<file path="src/rtl/seg_chk_pkg.sv">
package seg_chk_pkg;

    typedef enum logic [1:0] {
        ACC_BYTE  = 2'd0,
        ACC_WORD  = 2'd1,
        ACC_DWORD = 2'd2,
        ACC_WIDE  = 2'd3
    } acc_size_e;

    typedef struct packed {
        logic        valid;
        logic [31:0] base;
        logic        gp;
        logic        ss;
        logic        ac;
    } chk_rsp_t;

endpackage

</file>
<file path="src/rtl/seg_span_check.sv">
module seg_span_check
    import seg_chk_pkg::*;
#(
    parameter int OFF_W = 32,
    localparam int HALF_W = OFF_W / 2,
    localparam int EXT_W  = OFF_W + 1
) (
    input  logic [OFF_W-1:0] base,
    input  logic             wide,
    input  acc_size_e        size,
    input  logic [OFF_W-1:0] eff_limit,
    input  logic             align_en,
    output logic             viol,
    output logic             misalign
);
    logic [EXT_W-1:0] span_add;
    logic [EXT_W-1:0] last_byte;
    logic [EXT_W-1:0] space_top;

    always_comb begin
        unique case (size)
            ACC_BYTE: span_add = EXT_W'(0);
            ACC_WORD: span_add = EXT_W'(1);
            default:  span_add = EXT_W'(3);
        endcase
        // Extra carry bit: the last byte can never wrap back to low offsets.
        last_byte = {1'b0, base} + span_add;
        space_top = wide ? {1'b0, {OFF_W{1'b1}}}
                         : {{(EXT_W-HALF_W){1'b0}}, {HALF_W{1'b1}}};
        viol = (last_byte > space_top) || (last_byte > {1'b0, eff_limit});

        unique case (size)
            ACC_BYTE: misalign = 1'b0;
            ACC_WORD: misalign = align_en & base[0];
            default:  misalign = align_en & (|base[1:0]);
        endcase
    end
endmodule

</file>
<file path="config.mk">
export PLATFORM = sky130hd
export DESIGN_NAME = seg_span_check
export DESIGN_NICKNAME = d
export VERILOG_FILES = /design/src/rtl/seg_chk_pkg.sv /design/src/rtl/seg_span_check.sv
export SDC_FILE = /design/constraint.sdc
export NUM_CORES = 1
export LEC_CHECK = 0
export BUFFER_PORTS_ARGS = -buffer_cell sky130_fd_sc_hd__buf_2
export CORE_ASPECT_RATIO = 0.9
export CORE_MARGIN = 2
export CORE_UTILIZATION = 58
export DETAILED_ROUTE_END_ITERATION = 6
export GPL_TIMING_DRIVEN = 0
export PLACE_DENSITY_LB_ADDON = 0.1
export SLEW_MARGIN = 20
export SYNTH_ARGS = -nofsm -noshare
export SYNTH_HDL_FRONTEND = slang
export SYNTH_SLANG_ARGS = --single-unit
</file>
<file path="constraint.sdc">
create_clock -name vclk -period 12.7
set_input_delay 2.54 -clock vclk [all_inputs]
set_output_delay 2.54 -clock vclk [all_outputs]
set_load 0.01 [all_outputs]
</file>
# After elaboration in Yosys (flattened, before gate mapping)
# Index checks and enable logic that the tools add are counted.
# totals
register_bits	0
elab_cells	12
# classes
add_sub_neg	1
n_lt_le_gt_ge	2
eq_ne	1
muxes	3
bitwise_logic	2
reduce_logical	3
# op_table
cell	n
33-bit by 32-bit greater-than comparator with 1-bit output	2
32-bit by 33-bit adder with 33-bit output	1
32-bit two-way mux	1
2-bit case mux with 2 select lines	1
1-bit bitwise AND	2
2-bit by 1-bit == test with 1-bit output (second input constant)	1
2-bit zero test	1
1-bit case mux with 2 select lines	1
2-bit OR reduction	1
1-bit logical OR	1

# Depth between registers and ports, before layout
# logic_depth
ltp_word	5
ltp_mapped	16
ltp_nobuf	15

# Worst setup path before layout
# No wires, ideal clock.
# synth_timing
path_type	input-to-output
start	in size[0]
end	out viol
arrival_time_ns	5.481
required_time_ns	10.160
setup_slack_ns	4.679
stages	16
n_path_buf	1
path_cell_list	or2_2 -> ha_1 -> inv_1 -> fa_1 -> clkbuf_1 -> nor2_1 -> and2_1 -> and4_1 -> xor2_1 -> ha_1 -> nand4_1 -> nor4_1 -> nand3_1 -> and4bb_1 -> and4_1 -> o211ai_1
# synth_between
elab_chain_len	5
elab_cells_between_ends	7
classes_between	add/sub: 1; order compare: 2; eq/ne: 1; mux: 1; reduce/logical: 2
# synth_rtl
item	line	text
from (decl)	seg_span_check.sv:10	input acc_size_e size,
2-bit by 1-bit == test with 1-bit output or 2-bit zero test (tied branches)	seg_span_check.sv:21	unique case (size)
2-bit case mux with 2 select lines (*)	seg_span_check.sv:21	
32-bit by 33-bit adder with 33-bit output (*)	seg_span_check.sv:27	last_byte = {1'b0, base} + span_add;
33-bit by 32-bit greater-than comparator with 1-bit output	seg_span_check.sv:30	viol = (last_byte > space_top) || (last_byte > {1'b0, eff_limit});
1-bit logical OR (*)	seg_span_check.sv:30	
to (decl)	seg_span_check.sv:13	output logic viol,
# Every way passes the cells marked *; elsewhere a longest branch is shown, timed or not.

# Final worst setup path
# layout_timing
start	in size[1]
end	out viol
# Same word-level chain as after synthesis.

==> impl_metrics.py <==
metrics = {
    "timing": {
        "holdWs_ns": 5.41,
        "fin_ws_ns": 3.93,
        "min_period_ns": 8.77,
        "finalCritPeriodShare_pct": 69.1,
        "report.final.slew_viol_count": 0,
        "tightest_slew_ns": 0.564,
        "final_hold_viol_count": 0,
        "setup_viol": 0,
        "tns_ns": 0,
        "rsz0062_at_grt": "no",
        "slew_headroom_pct": 61.4,
        "fmax_ghz": 0.114,
    },
    "route": {
        "wire_per_inst_um": 11.9,
        "num_vias": 2136,
        "first_pass_iters": 4,
        "via_per_inst": 5.48,
        "routed_wl_um": 4650,
        "drtIter0Drc": 62,
        "postRouteAntennaNets": 0,
        "drc_errors": 0,
    },
    "finish": {
        "drive_gt1_share_pct": 23.1,
        "seq_cells": 0,
        "finalInstanceArea_um2": 2360,
        "seq_area_um2": 0,
        "antenna_cells": 0,
        "final_cells": 390,
        "final_util_pct": 71.6,
        "layout.nets": 467,
        "n_clock_buffer": 0,
        "synthToLayoutAreaGrowth_pct": 20.1,
    },
    "placement": {
        "place.gp.congestion": 0.868,
        "hpwl_um": 4190,
        "dp.cells": 390,
        "postPlaceCellArea_um2": 2360,
        "pre_cts_ws_ns": 3.98,
        "portBuffers": 68,
    },
    "worst_setup_path": {
        "arrival_ns": 6.23,
        "start_kind": "primary input",
        "crit_chain": "buf_2, or2_2, ha_1, inv_1, fa_1, clkbuf_1, nor2_1, and2_1, and4_1, xor2_1, ha_1, nand4_1, nor4_1, nand3_1, and4bb_1, and4_1, o211ai_1, buf_2",
        "cp_num_cells": 18,
        "cp-end-kind": "output pin",
        "critPathTopFamily": "simple AND/OR/NAND/NOR gates",
        "cp.required_ns": 10.16,
        "cp_num_buf_inv": 4,
        "timing.setup.critical_path_class": "in -> out",
        "worst_path_max_delay_cell": "nor4_1",
        "critPathMaxStageDelay_ns": 0.47,
        "crit_fanout": 7,
    },
    "clock_tree": {
        "ctsResizeCount": 0,
        "postCtsSetupBuffers": 0,
        "cts.hold.buffers_added": 0,
    },
    "worst_hold_path": {
        "worstHoldPathCells": 3,
        "hp-class": "in -> out",
        "holdPathEnd": "misalign",
        "hold_start": "align_en",
    },
    "logic_synthesis": {
        "synth_nets": 397,
        "postSynthCellCount": 278,
        "syn_area_per_cell_um2": 7.08,
        "synth_top_area_cell": "ha_1",
        "yosysMostFrequentCell": "ha_1",
        "yosys.area.top_type_share_pct": 31.8,
        "synth_area_leaders": "ha_1 32%, inv_1 7.8%, xnor2_1 7.1%, nand4_1 6.0%, xor2_1 5.8%",
        "syn_area_um2": 1970,
        "synth_cell_types": 42,
        "synth_warnings": 0,
        "ys_seq_area_share_pct": 0,
        "ys_top_cells_by_count": "50 x ha_1, 41 x inv_1, 19 x nand2_1, 19 x nand4_1, 18 x a21oi_1",
    },
    "power": {
        "leakagePower_nw": 1.24,
        "ir_worst_vdd_mv": 0.0180,
        "design_power_total_uw": 67.6,
        "powerDensity_nw_per_um2": 28.6,
    },
    "floorplanning": {
        "dieWidth_um": 65.4,
        "die_height_um": 59.3,
        "start_util_pct": 59.6,
        "coreArea_um2": 3300,
        "rows": 20,
        "ios": 70,
        "dieArea_um2": 3880,
    },
    "grt": {
        "grtUsageTotal_pct": 24.0,
        "grt_pass1_wl_um": 7640,
        "grt_start_max_net_pins": 17,
        "antenna_found_initial": 0,
        "grt_pass1_vias": 1873,
        "grt_overflow": 0,
    },
    "flow_run": {
        "cap_violations": 0,
    },
    "outcome": {
        "status": "finished clean",
    },
}
==> power by group <==
group	switching [mW]	internal [mW]	leakage, nW
logic	0.0370	0.0306	1.24
clock network	0	0	0
registers	0	0	0
total	0.0370	0.0306	1.24
==> cell type report <==
type               count  area [µm²]
multi-input cells    232        1790
fillers              315         938
repair buffers        68         340
inverters             41         154
well taps             44        55.1
plain buffers          5        23.8
==> tightest hold or removal path, delay by kind of cell <==
family	cells	cell delay, ns
buffers and inverters	2	0.22
AO/OA/AOI/OAI	1	0.10
==> how the worst max path moves through the flow <==
stage                 start   end
finish              size[1]  viol
global route        size[1]  viol
CTS                 size[1]  viol
detailed placement  size[1]  viol
global placement    size[1]  viol
floorplan           size[0]  viol
==> per-layer routing <==
layer  part of all wire (%)  up-vias  GRT usage, %
met5                      0        -             0
met3                    3.8        2         0.380
met2                     48       45          44.6
met4                   0.30        0          1.49
met1                     48      938          32.8
li1                       -     1151             -
==> kinds of logic (layout without fill, tap and decap cells) <==
group | after synthesis | after routing | synth area share [%]
and+or+nand+nor | 105 | 105 | 30.8
adders and majority gates | 51 | 51 | 32.8
AOI/OAI and AO/OA | 47 | 47 | 14.5
buffers and inverters | 46 | 114 | 9.02
xor gates and xnor gates | 29 | 29 | 12.9
==> cells in the final DEF (no fill, tap or decap), drive strengths merged, types with 2 or more instances in the layout <==
cell type | Yosys | final
nand2b | 2 | 2
or4 | 2 | 2
nor2 | 16 | 16
and4 | 8 | 8
a21o | 3 | 3
nor4 | 4 | 4
a21boi | 2 | 2
nand3 | 16 | 16
nand2 | 20 | 20
ha | 50 | 50
or2 | 2 | 2
a41oi | 2 | 2
a211oi | 2 | 2
a21oi | 18 | 18
o211ai | 3 | 3
xnor2 | 16 | 16
inv | 41 | 41
a221oi | 2 | 2
buf | 2 | 70
clkbuf | 3 | 3
nor3 | 8 | 8
nand4 | 20 | 20
and2 | 2 | 2
xor2 | 13 | 13
o21ai | 11 | 11
(Power assumes the default switching activity.)
